### src/rtl/tcm_pkg.sv
// Package tcm_pkg
// Shared field encoding for the configuration write port of the window mapper.
// Assumes the write port field select is two bits wide.
package tcm_pkg;
    typedef enum logic [1:0] {
        FLD_BASE  = 2'd0,
        FLD_LIMIT = 2'd1,
        FLD_CLASS = 2'd2,
        FLD_ENA   = 2'd3
    } cfg_field_e;
endpackage

### src/rtl/tcm_window_regs.sv
// Module tcm_window_regs
// Holds base, limit, class and enable for every window. Writes arrive one at a
// time through a single write port that is addressed by window index and field.
// Assumes NUM_WIN >= 2 and ADDR_W > TC_W.
module tcm_window_regs
    import tcm_pkg::*;
#(
    parameter int ADDR_W  = 32,
    parameter int TC_W    = 3,
    parameter int NUM_WIN = 4
) (
    input  logic                       clk,
    input  logic                       rst_n,
    input  logic                       cfg_we,
    input  logic [$clog2(NUM_WIN)-1:0] cfg_win,
    input  logic [1:0]                 cfg_field,
    input  logic [ADDR_W-1:0]          cfg_wdata,
    output logic [ADDR_W-1:0]          base_q  [NUM_WIN],
    output logic [ADDR_W-1:0]          limit_q [NUM_WIN],
    output logic [TC_W-1:0]            tc_q    [NUM_WIN],
    output logic [NUM_WIN-1:0]         en_q
);
    localparam int IDX_W = $clog2(NUM_WIN);

    cfg_field_e field;
    logic       unused_wdata_hi;

    assign field           = cfg_field_e'(cfg_field);
    assign unused_wdata_hi = ^cfg_wdata[ADDR_W-1:TC_W];

    for (genvar i = 0; i < NUM_WIN; i++) begin : g_win
        // Update one window's fields when it is addressed by a write.
        always_ff @(posedge clk) begin
            if (!rst_n) begin
                base_q[i]  <= '0;
                limit_q[i] <= '0;
                tc_q[i]    <= '0;
                en_q[i]    <= 1'b0;
            end else if (cfg_we && cfg_win == IDX_W'(i)) begin
                case (field)
                    FLD_BASE:  base_q[i]  <= cfg_wdata;
                    FLD_LIMIT: limit_q[i] <= cfg_wdata;
                    FLD_CLASS: tc_q[i]    <= cfg_wdata[TC_W-1:0];
                    FLD_ENA:   en_q[i]    <= cfg_wdata[0];
                    default:   en_q[i]    <= en_q[i];
                endcase
            end
        end
    end
endmodule

### src/rtl/tcm_window_match.sv
// Module tcm_window_match
// Checks one window. It reports whether the window is usable (enabled and well
// formed), whether it is enabled but malformed, and whether an address lies
// inside its inclusive range. Assumes both bounds are byte addresses.
module tcm_window_match #(
    parameter int ADDR_W = 32
) (
    input  logic [ADDR_W-1:0] base,
    input  logic [ADDR_W-1:0] limit,
    input  logic              en,
    input  logic [ADDR_W-1:0] addr,
    output logic              win_ok,
    output logic              win_bad,
    output logic              hit
);
    logic well_formed;

    // Classify the window and compare the address against its bounds.
    always_comb begin
        well_formed = (limit > base) && (base[1:0] == 2'b00) && (limit[1:0] == 2'b00);
        win_ok      = en && well_formed;
        win_bad     = en && !well_formed;
        hit         = win_ok && (addr >= base) && (addr <= limit);
    end
endmodule

### src/rtl/tcm_priority_pick.sv
// Module tcm_priority_pick
// Picks the class of the lowest-indexed window that hits, or class 0 when none
// hits. Assumes the hit vector is already gated by window validity.
module tcm_priority_pick #(
    parameter int NUM_WIN = 4,
    parameter int TC_W    = 3
) (
    input  logic [NUM_WIN-1:0] hit,
    input  logic [TC_W-1:0]    tc_in [NUM_WIN],
    output logic [TC_W-1:0]    tc_out
);
    // Scan from the highest index down so the lowest index is written last.
    always_comb begin
        tc_out = '0;
        for (int i = NUM_WIN - 1; i >= 0; i--) begin
            if (hit[i]) begin
                tc_out = tc_in[i];
            end
        end
    end
endmodule

### src/rtl/tc_window_mapper.sv
// Module tc_window_mapper
// Tags upstream memory requests with a traffic class taken from four address
// windows, then maps the class to virtual channel 0 or 1. Results are
// registered, with one cycle of latency. The error flag is registered from the
// window configuration and the channel settings.
// Assumes vc1_tc_mask has one bit per traffic class.
module tc_window_mapper
    import tcm_pkg::*;
#(
    parameter int ADDR_W  = 32,
    parameter int TC_W    = 3,
    parameter int NUM_WIN = 4
) (
    input  logic                       clk,
    input  logic                       rst_n,
    input  logic                       req_valid,
    input  logic [ADDR_W-1:0]          req_addr,
    input  logic                       cfg_we,
    input  logic [$clog2(NUM_WIN)-1:0] cfg_win,
    input  logic [1:0]                 cfg_field,
    input  logic [ADDR_W-1:0]          cfg_wdata,
    input  logic                       vc2_en,
    input  logic [(1<<TC_W)-1:0]       vc1_tc_mask,
    output logic                       rsp_valid,
    output logic [TC_W-1:0]            rsp_tc,
    output logic                       rsp_vc,
    output logic                       cfg_err
);
    logic [ADDR_W-1:0]  win_base  [NUM_WIN];
    logic [ADDR_W-1:0]  win_limit [NUM_WIN];
    logic [TC_W-1:0]    win_tc    [NUM_WIN];
    logic [NUM_WIN-1:0] win_en_vec;
    logic [NUM_WIN-1:0] win_ok_vec;
    logic [NUM_WIN-1:0] win_bad_vec;
    logic [NUM_WIN-1:0] win_hit_vec;
    logic [TC_W-1:0]    sel_tc;
    logic               sel_vc;
    logic               vc1_fed;
    logic               err_d;

    tcm_window_regs #(
        .ADDR_W  (ADDR_W),
        .TC_W    (TC_W),
        .NUM_WIN (NUM_WIN)
    ) u_regs (
        .clk       (clk),
        .rst_n     (rst_n),
        .cfg_we    (cfg_we),
        .cfg_win   (cfg_win),
        .cfg_field (cfg_field),
        .cfg_wdata (cfg_wdata),
        .base_q    (win_base),
        .limit_q   (win_limit),
        .tc_q      (win_tc),
        .en_q      (win_en_vec)
    );

    for (genvar i = 0; i < NUM_WIN; i++) begin : g_match
        tcm_window_match #(
            .ADDR_W (ADDR_W)
        ) u_match (
            .base    (win_base[i]),
            .limit   (win_limit[i]),
            .en      (win_en_vec[i]),
            .addr    (req_addr),
            .win_ok  (win_ok_vec[i]),
            .win_bad (win_bad_vec[i]),
            .hit     (win_hit_vec[i])
        );
    end

    tcm_priority_pick #(
        .NUM_WIN (NUM_WIN),
        .TC_W    (TC_W)
    ) u_pick (
        .hit    (win_hit_vec),
        .tc_in  (win_tc),
        .tc_out (sel_tc)
    );

    // Map the chosen class to a channel, with a fallback to channel 0.
    always_comb begin
        sel_vc = vc2_en && vc1_tc_mask[sel_tc];
    end

    // Find whether any usable window feeds channel 1, and form the error term.
    always_comb begin
        vc1_fed = 1'b0;
        for (int i = 0; i < NUM_WIN; i++) begin
            if (win_ok_vec[i] && vc1_tc_mask[win_tc[i]]) begin
                vc1_fed = 1'b1;
            end
        end
        err_d = (|win_bad_vec) || (vc2_en && !vc1_fed);
    end

    // Register the response; class and channel hold between requests.
    always_ff @(posedge clk) begin
        if (!rst_n) begin
            rsp_valid <= 1'b0;
            rsp_tc    <= '0;
            rsp_vc    <= 1'b0;
        end else begin
            rsp_valid <= req_valid;
            if (req_valid) begin
                rsp_tc <= sel_tc;
                rsp_vc <= sel_vc;
            end
        end
    end

    // Register the configuration error flag.
    always_ff @(posedge clk) begin
        if (!rst_n) begin
            cfg_err <= 1'b0;
        end else begin
            cfg_err <= err_d;
        end
    end
endmodule

### config.mk
export PLATFORM = sky130hd
export DESIGN_NAME = tc_window_mapper
export DESIGN_NICKNAME = d
export VERILOG_FILES = /design/src/rtl/tcm_pkg.sv /design/src/rtl/tcm_window_regs.sv /design/src/rtl/tcm_window_match.sv /design/src/rtl/tcm_priority_pick.sv /design/src/rtl/tc_window_mapper.sv
export SDC_FILE = /design/constraint.sdc
export NUM_CORES = 1
export LEC_CHECK = 0
export ABC_AREA = 1
export CAP_MARGIN = 20
export CORE_MARGIN = 4
export CORE_UTILIZATION = 45
export CTS_BUF_LIST = sky130_fd_sc_hd__clkbuf_16
export DETAILED_ROUTE_END_ITERATION = 6
export GPL_TIMING_DRIVEN = 0
export PLACE_DENSITY = 0.72
export RECOVER_POWER = 50
export SLEW_MARGIN = 20
export SYNTH_ARGS = -nofsm -noshare
export SYNTH_HDL_FRONTEND = slang
export SYNTH_SLANG_ARGS = --single-unit
### constraint.sdc
create_clock -name clk -period 2.1 [get_ports clk]
set_input_delay 0.315 -clock clk [delete_from_list [all_inputs] [get_ports clk]]
set_output_delay 0.315 -clock clk [all_outputs]
set_load 0.05 [all_outputs]
After elaboration in Yosys (flattened, before gate mapping)
Cells that the tools add are included.
{"block": "word_totals", "reg_bits": 278, "output_inout_bits": 6, "word_cells": 128, "inputBits": 81}
{"block": "op_classes", "muxes": 18, "order_cmp": 17, "n_eq_ne": 6, "reduce_logical": 67}
{"cell": "greater-or-equal comparator 32 bit", "n": 4}
{"cell": "> comparator 32 bit", "n": 4}
{"cell": "<= comparator 32 bit", "n": 4}
{"cell": "logical AND 1 bit", "n": 34}
{"cell": "AND reduction 2 bit", "n": 16}
{"cell": "zero test 2 bit", "n": 10}
{"cell": "< comparator 3 x 4 -> 1 bit, second input constant", "n": 5}
{"cell": "binary-select mux 1 bit (select 3 bit)", "n": 5}
{"cell": "two-way mux 3 bit", "n": 4}
{"cell": "two-way mux 1 bit", "n": 9}
{"cell": "== test 2 bit, second input constant", "n": 4}
{"cell": "zero test 1 bit", "n": 5}
{"cell": "== test 2 x 1 -> 1 bit, second input constant", "n": 2}
{"cell": "OR reduction 4 bit", "n": 1}
{"cell": "logical OR 1 bit", "n": 1}

Logic depth before layout (Yosys ltp)
Gate-level depths: netlist of the first run.
{"block": "logic_depth", "word_depth": 13, "ltp_mapped": 26, "mapped_depth_nobuf": 26}

By module
From an unflattened synthesis of the first run, not the netlist that was laid out.
{"block": "hier_totals", "hier_cells": 3253, "area_unflattened_um2": 21435.6}
{"module": "tcm_window_regs", "area_per_inst_um2": 10757.8, "seq_area_each_um2": 5445.2, "instances": 1, "cells_per_inst": 1547}
{"module": "tcm_window_match at g_match[0].u_match ...", "area_per_inst_um2": 2492.4, "seq_area_each_um2": 0.0, "instances": 3, "cells_per_inst": 392}
{"module": "tcm_window_match at g_match[2].u_match", "area_per_inst_um2": 2479.9, "seq_area_each_um2": 0.0, "instances": 1, "cells_per_inst": 390}
{"module": "tc_window_mapper", "area_per_inst_um2": 615.6, "seq_area_each_um2": 120.1, "instances": 1, "cells_per_inst": 115}
{"module": "tcm_priority_pick", "area_per_inst_um2": 105.1, "seq_area_each_um2": 0.0, "instances": 1, "cells_per_inst": 25}

Worst setup path after synthesis of the first run
No wires, ideal clock.
{"block": "synth_path", "path_kind": "register to register", "startpoint": "register u_regs.limit_q[119] (netlist bit)", "endpoint": "register rsp_vc", "n_path_buf": 0, "required_time_ns": 2.034, "setup_ns": 0.066, "t_arrival_ns": 2.126, "synth_period_minus_slack_ns": 2.193, "stages_incl_launch_ff": 16, "path_slack_ns": -0.093, "cell_sequence": "dfxtp_1 -> inv_1 -> ha_1 -> nand2_2 -> nor2_4 -> nand4_2 -> nor3_2 -> nand3_1 -> a21oi_2 -> nand3_2 -> nor2_1 -> o21bai_1 -> nand3_1 -> nand3_2 -> nand3_2 -> a21oi_2"}
{"block": "synth_between", "elab_chain_cells": 10, "elab_cells_between_ends": 11, "classes_between": "order compare: 2; mux: 3; reduce/logical: 6"}
{"element": "start: declaration", "line": "tcm_window_regs.sv:19", "text": "output logic [ADDR_W-1:0] limit_q [NUM_WIN],"}
{"element": "start signal: indexed assignment", "line": "tcm_window_regs.sv:42", "text": "FLD_LIMIT: limit_q[i] <= cfg_wdata;"}
{"element": "> comparator 32 bit", "line": "tcm_window_match.sv:20", "text": "well_formed = (limit > base) && (base[1:0] == 2'b00) && (limit[1:0] == 2'b00);"}
{"element": "logical AND 1 bit (2 in a row)", "line": "tcm_window_match.sv:20"}
{"element": "logical AND 1 bit", "line": "tcm_window_match.sv:21", "text": "win_ok = en && well_formed;"}
{"element": "logical AND 1 bit", "line": "tcm_window_match.sv:23", "text": "hit = win_ok && (addr >= base) && (addr <= limit);"}
{"element": "logical AND 1 bit *", "line": "tcm_window_match.sv:23"}
{"element": "two-way mux 3 bit *", "line": "tcm_priority_pick.sv:16", "text": "if (hit[i]) begin"}
{"element": "binary-select mux 1 bit (select 3 bit) *", "line": "tc_window_mapper.sv:83", "text": "sel_vc = vc2_en && vc1_tc_mask[sel_tc];"}
{"element": "two-way mux 1 bit (not written as such) *", "line": "tc_window_mapper.sv:83"}
{"element": "logical AND 1 bit *", "line": "tc_window_mapper.sv:83"}
{"element": "end signal: assignment", "line": "tc_window_mapper.sv:107", "text": "rsp_vc <= sel_vc;"}
{"element": "end: declaration", "line": "tc_window_mapper.sv:26", "text": "output logic rsp_vc,"}
Every way passes the cells marked *; elsewhere a longest branch is shown, timed or not. The select of a mux whose other input is x is not followed.
A chain may end at the register's enable or synchronous reset.

Final worst setup path of the first run
{"block": "layout_path", "startpoint": "register u_regs.base_q[57] (netlist bit)", "endpoint": "register rsp_vc"}
{"block": "layout_between", "elab_chain_cells": 12, "elab_cells_between_ends": 13, "classes_between": "order compare: 2; mux: 5; reduce/logical: 6"}
{"element": "start: declaration", "line": "tcm_window_regs.sv:18", "text": "output logic [ADDR_W-1:0] base_q [NUM_WIN],"}
{"element": "start signal: indexed assignment", "line": "tcm_window_regs.sv:41", "text": "FLD_BASE: base_q[i] <= cfg_wdata;"}
{"element": "> comparator 32 bit", "line": "tcm_window_match.sv:20"}
{"element": "logical AND 1 bit (2 in a row)", "line": "tcm_window_match.sv:20"}
{"element": "logical AND 1 bit", "line": "tcm_window_match.sv:21"}
{"element": "logical AND 1 bit * (2 in a row)", "line": "tcm_window_match.sv:23"}
{"element": "two-way mux 3 bit * (3 in a row)", "line": "tcm_priority_pick.sv:16"}
{"element": "binary-select mux 1 bit (select 3 bit) *", "line": "tc_window_mapper.sv:83"}
{"element": "two-way mux 1 bit (not written as such) *", "line": "tc_window_mapper.sv:83"}
{"element": "logical AND 1 bit *", "line": "tc_window_mapper.sv:83"}
Marked as above.

==> reports/results.ini, run 1 <==
[sta]
finalCriticalPeriod_ps=2800
slew_viol_final=0
worstMarginPinSlew_ps=909
finalCritPeriodShare_pct=133
skew_ps=21.6
relSlewSlack_pct=39.4
setup_viol=47
timing.hold.ws_ps=152
setup_slack_ps=-696
hold_violations=0
fmax_ghz=0.358
rsz0062_at_grt=true

[place]
dpl.hpwl_um=49100
port-buffer-count=84
globalplace.congestion=0.982
placedCellCount=3193

[clock_network]
clock_path_buffers=3
cts_tree=built
numClockSinks=278
cts_buffers=34
clk_pin_slew_ps=60
cts_max_level=2
holdBufCountCts=0
clk_latency_ps=560
cts_root_buffer=clkbuf_16

[detailed_routing]
drt_iter0_drc=1616
first_pass_iters=5
routedWlPerCell_um=20.3
vias=19000
routed_wl_um=66700
ant_nets=0
via_per_inst=5.78
drc=0

[global_routing]
grt_pass1_wl_um=100000
grt_pass1_vias=18400
grt-ovfl-total=0
grt_max_degree=14
antenna_found_initial=1
grtUsageTotal_pct=27.6

[worst_hold_path]
min-delay-start=req_valid
hold_path.class=input pin to flip-flop
hold_path_end=rsp_valid
whs_path_depth=3

[critical_path]
arrival_ps=3270
slowest_stage=dfxtp_1
cp.required_ps=2580
cp.buffers_inverters=2
cp_top_family=simple AND/OR/NAND/NOR gates
endpoint_kind=flip-flop
r2r_slack_ps=-700
cp_slowest_stage_delay_ps=310
regToRegStartpoint=u_regs.base_q[57]
rr_worst_depth=20
cpMostUsedCell=nand3_2
r2r_end=rsp_vc
start_kind=flip-flop
critPathMaxFanout=5
crit_chain=inv_1, ha_1, nand4_1, nor3_4, nand3_2, clkinv_1, nand2_1, nand2_2, nand3_2, nor2_4, nand2_2, nand3_1, nand2_2, nand2_4, nand2_4, nand2_2, nand3_2, nand3_2, nand3_2, a21oi_2
path_depth=20
path_class=flip-flop to flip-flop

[final_layout]
layout-drive-gt1-share_pct=12.1
area_delta_synth_final_pct=20.3
n_antenna_cell=0
layout_common_cells=a21oi_1 (450), ha_1 (354), inv_1 (343)
fill_cells=3833
layout.nets=3187
fin_cells=3284
final_common_cell=a21oi_1

[outcome]
violations=setup timing
status=finished with violations

[floorplan]
io_pins=87
die-area_um2=45900
fp-row-count=75
die_height_um=214
start_util_pct=45.6
core_um2=41900
die_x_um=214

[synthesis]
netlist.area_leader.share_pct=29.1
syn_area_um2=19100
synth_warnings=0
ys_ff_latch=278
seq_area_frac_synth_pct=29.1
avgSynthCellArea_um2=7.44
synthTopCellsByArea=dfxtp_1 (29%), ha_1 (25%), a21oi_1 (12%)
netlist_instances=2570
syn-num-nets=3035
synthDistinctLibCells=39
yosysTopAreaCell=dfxtp_1

[power]
p_leak_nw=9.60
peakVddDrop_v=0.000453
power.density_nw_per_um2=615

[job]
max_cap_viol_count=0

## stage by stage
step	power [mW]	util [%]	area [um2]	TNS (ps)	worst slack (ps)
finish	14.1	54.9	23000	-4380	-696
global route	14.7	54.9	23000	-13760	-842
CTS	14.0	53.2	22300	-2240	-651
detailed placement	8.05	49.5	20800	-122880	-1790
global placement	7.96	49.5	20800	-111400	-1760
floorplan	7.05	-	19300	-70.0	-70.0
## tightest hold or removal path, delay by kind of cell
family,cells,cell delay (ps)
buf+inv,2,230
simple gates,1,100
## Yosys cell counts (all sizes together)
cell type    n
o211ai      12
o21bai       7
ha         384
nor4         4
nand2      327
o21a        19
nor2       141
nand3       61
a21o         3
nor3        23
and3b        1
a21oi      464
nor3b        1
o221ai       1
o21ai      347
clkbuf      82
a31oi        3
nand4       32
nor4b        2
dfxtp      278
a221oi       1
clkinv       9
a211oi       2
inv        365
a311o        1
## cell families after synthesis
group | count (synthesis) | synth area share (%)
adder cells (fa/ha/maj) | 384 | 25.1
flip-flops | 278 | 29.1
AND/OR/NAND/NOR | 592 | 13.5
buffers and inverters | 456 | 8.95
AO/OA/AOI/OAI | 860 | 23.3
## worst max-delay path by stage
| stage | slack (ps) | endpoint | from |
|---|---|---|---|
| after global placement | -1760 | rsp_vc | req_addr[31] |
| after CTS | -650 | rsp_vc | u_regs.limit_q[46] |
| after detailed placement | -1790 | rsp_vc | req_addr[31] |
| after global routing | -840 | rsp_vc | u_regs.base_q[94] |
| final | -700 | rsp_vc | u_regs.base_q[57] |
| after floorplan | -70 | rsp_vc | u_regs.base_q[88] |
## what timing repair did
| action | in CTS | in global routing |
|---|---|---|
| setup buffers | 12 | 20 |
| gates cloned | 0 | 1 |
| setup endpoints to repair | 42 | 174 |
| pin swaps | 41 | 76 |
| resized for setup | 147 | 146 |
## area by class of cell
| class | count | area, um2 | area share, % |
|---|---|---|---|
| Buffer | 81 | 324 | 1.41 |
| Clock buffer | 37 | 926 | 4.02 |
| Clock inverter | 22 | 150 | 0.653 |
| Inverter | 374 | 1410 | 6.14 |
| Multi-Input combinational cell | 1836 | 12900 | 55.9 |
| Sequential cell | 278 | 5600 | 24.3 |
| Tap cell | 539 | 674 | 2.93 |
| Timing Repair Buffer | 116 | 1060 | 4.62 |
| Timing Repair inverter | 1 | 5.00 | 0.0218 |
## power breakdown
group          internal [mW]  switching [mW]
Sequential              5.40          0.0615
Combinational          0.995            1.82
Clock                   3.41            2.47
Total                   9.80            4.35
## state kept, by name (all words and copies together), names as in the netlist
name and cells:
u_regs.base_q 128, u_regs.limit_q 128, u_regs.tc_q 12, u_regs.en_q 4, rsp_tc 3, cfg_err 1
rsp_valid 1, rsp_vc 1
## layer usage
layer,share of wire [%],vias to the layer above,GRT usage (%)
met1,41,8961,34.6
met2,46,728,45.4
met3,7.9,204,4.66
li1,-,9075,-
met4,5.6,0,14.9
met5,0,-,0
(Power assumes the default switching activity.)
==> run 2: changes to the inputs <==
--- a/config.mk
+++ b/config.mk
@@ -6,11 +6,12 @@
 export NUM_CORES = 1
 export LEC_CHECK = 0
 export ABC_AREA = 1
-export CAP_MARGIN = 20
+export CAP_MARGIN = 0
 export CORE_MARGIN = 4
 export CORE_UTILIZATION = 45
 export CTS_BUF_LIST = sky130_fd_sc_hd__clkbuf_16
 export DETAILED_ROUTE_END_ITERATION = 6
+export GPL_ROUTABILITY_DRIVEN = 0
 export GPL_TIMING_DRIVEN = 0
 export PLACE_DENSITY = 0.72
 export RECOVER_POWER = 50
==> reports/results.ini, run 2 (same netlist as run 1, synthesis figures left out) <==
[outcome]
status=finished with violations
violations=setup timing

[power]
p_comb_share_pct=19.7
p_leak_nw=9.57
power.density_nw_per_um2=611
power_switching_mw=4.28
internal_power_mw=9.67
seq_power_share_pct=39.1
peakVddDrop_v=0.000489
p_clk_share_pct=41.2
power_switching_share_pct=30.7

[global_routing]
grt_pass1_vias=18800
grt_pass1_wl_um=98000
grtUsageTotal_pct=26.4
antenna_found_initial=0
grt-ovfl-total=0
grt_max_degree=13

[detailed_routing]
via_per_inst=5.74
drt_iter0_drc=1812
drc=0
vias=18800
first_pass_iters=6
routed_wl_um=63700
routedWlPerCell_um=19.4
ant_nets=0

[worst_hold_path]
hold_path.class=input pin to flip-flop
min-delay-start=req_valid

[floorplan]
start_util_pct=45.6
die_height_um=214
die_x_um=214
io_pins=87
fp-row-count=75
core_um2=41900
die-area_um2=45900

[place]
dpl.hpwl_um=48100
placedCellCount=3193
port-buffer-count=84
pre_cts_slack_ps=-1710

[sta]
slew_viol_final=0
timing.hold.ws_ps=150
finalCriticalPeriod_ps=2750
hold_violations=0
rsz0062_at_grt=true
skew_ps=15.0
setup_viol=34
finalCritPeriodShare_pct=131
fmax_ghz=0.363
worstMarginPinSlew_ps=915
setup_slack_ps=-654
relSlewSlack_pct=39.0

[critical_path]
endpoint_kind=flip-flop
startpoint=u_regs.base_q[41]
path_class=flip-flop to flip-flop
cp.required_ps=2560
start_kind=flip-flop
arrival_ps=3210
regToRegStartpoint=u_regs.base_q[41]
critPathMaxFanout=4

[clock_network]
holdBufCountCts=0
clk_latency_ps=530
clock_path_buffers=3
cts_buffers=35
numClockSinks=278
clk_pin_slew_ps=60
cts_root_buffer=clkbuf_16
cts_tree=built
cts_max_level=2

[final_layout]
fill_cells=3874
layout-drive-gt1-share_pct=10.9
n_antenna_cell=0
multi_input_area_um2=12700
area_delta_synth_final_pct=19.4
layout_common_cells=a21oi_1 (452), ha_1 (355), inv_1 (350)
fin_cells=3280
seq_area_um2=5600
top_regs=u_regs.base_q: 128 flops, u_regs.limit_q: 128 flops, u_regs.tc_q: 12 flops
final_common_cell=a21oi_1
layout.nets=3181
post-route-util_pct=54.4

[job]
max_cap_viol_count=0

## run 2: per-layer routing
layer	track usage (%)	share of wire, %	vias to the layer above	wire length, um
met5	0	0	-	0
met4	13.4	5.0	0	3210
met3	5.46	8.7	199	5530
met2	44.7	47	786	29700
met1	31.9	40	8760	25200
li1	-	-	9084	-
## run 2: per-stage QoR
step	power (mW)	area, um2	setup TNS (ps)
after global routing	14.5	22800	-13580
after global placement	7.93	20800	-100230
after floorplan	7.05	19300	-70.0
after detailed placement	8.03	20800	-107000
final	14.0	22800	-3850
after CTS	13.8	22200	-2480
## run 2: power groups by stage
stage / logic, mW / clock network [mW] / registers (mW)
2_1_floorplan: 1.47 / 0 / 5.57
3_3_place_gp: 2.37 / 0 / 5.56
3_5_place_dp: 2.46 / 0 / 5.57
4_1_cts: 2.55 / 5.80 / 5.45
5_1_grt: 3.04 / 6.00 / 5.47
6_report: 2.75 / 5.74 / 5.46
## run 2: timing repair
| item | CTS | global route |
|---|---|---|
| buffers inserted | 14 | 11 |
| resized for setup | 113 | 160 |
| pin swaps | 33 | 56 |
| setup endpoints to repair | 32 | 155 |
| cloned | 0 | 1 |
## run 2: worst paths after layout
path / to / cells past startpoint / slack (ps)
max: rsp_vc / 20 / -650
max reg2reg: rsp_vc / 20 / -650
min: rsp_valid / 3 / 150
min reg2reg: u_regs.base_q[12] / 2 / 470
## run 2: layout make-up
class,instances,share of cell area [%]
repair inverters,1,0.0219
plain buffers,81,1.41
well taps,539,2.95
repair buffers,109,4.55
flip-flops and latches,278,24.5
clock inverters,25,0.608
multi-input cells,1836,55.7
clock buffers,37,4.06
inverters,374,6.17
## run 2: critical path: stages, from the launching register on
cell and delay, ps:
dfxtp_1 300, inv_1 80, ha_4 280, nand4_1 150, nor3_4 350, nand2_1 90, nand2_1 90, nand2_1 80
nand2_2 80, nand3_2 110, nor2_4 170, nand2_4 80, clkinv_2 60, nor2_2 40, nor2_2 120, nor2_1 70
nor2_2 160, nand3_1 100, nand3_2 80, nand3_2 80, a21oi_2 110
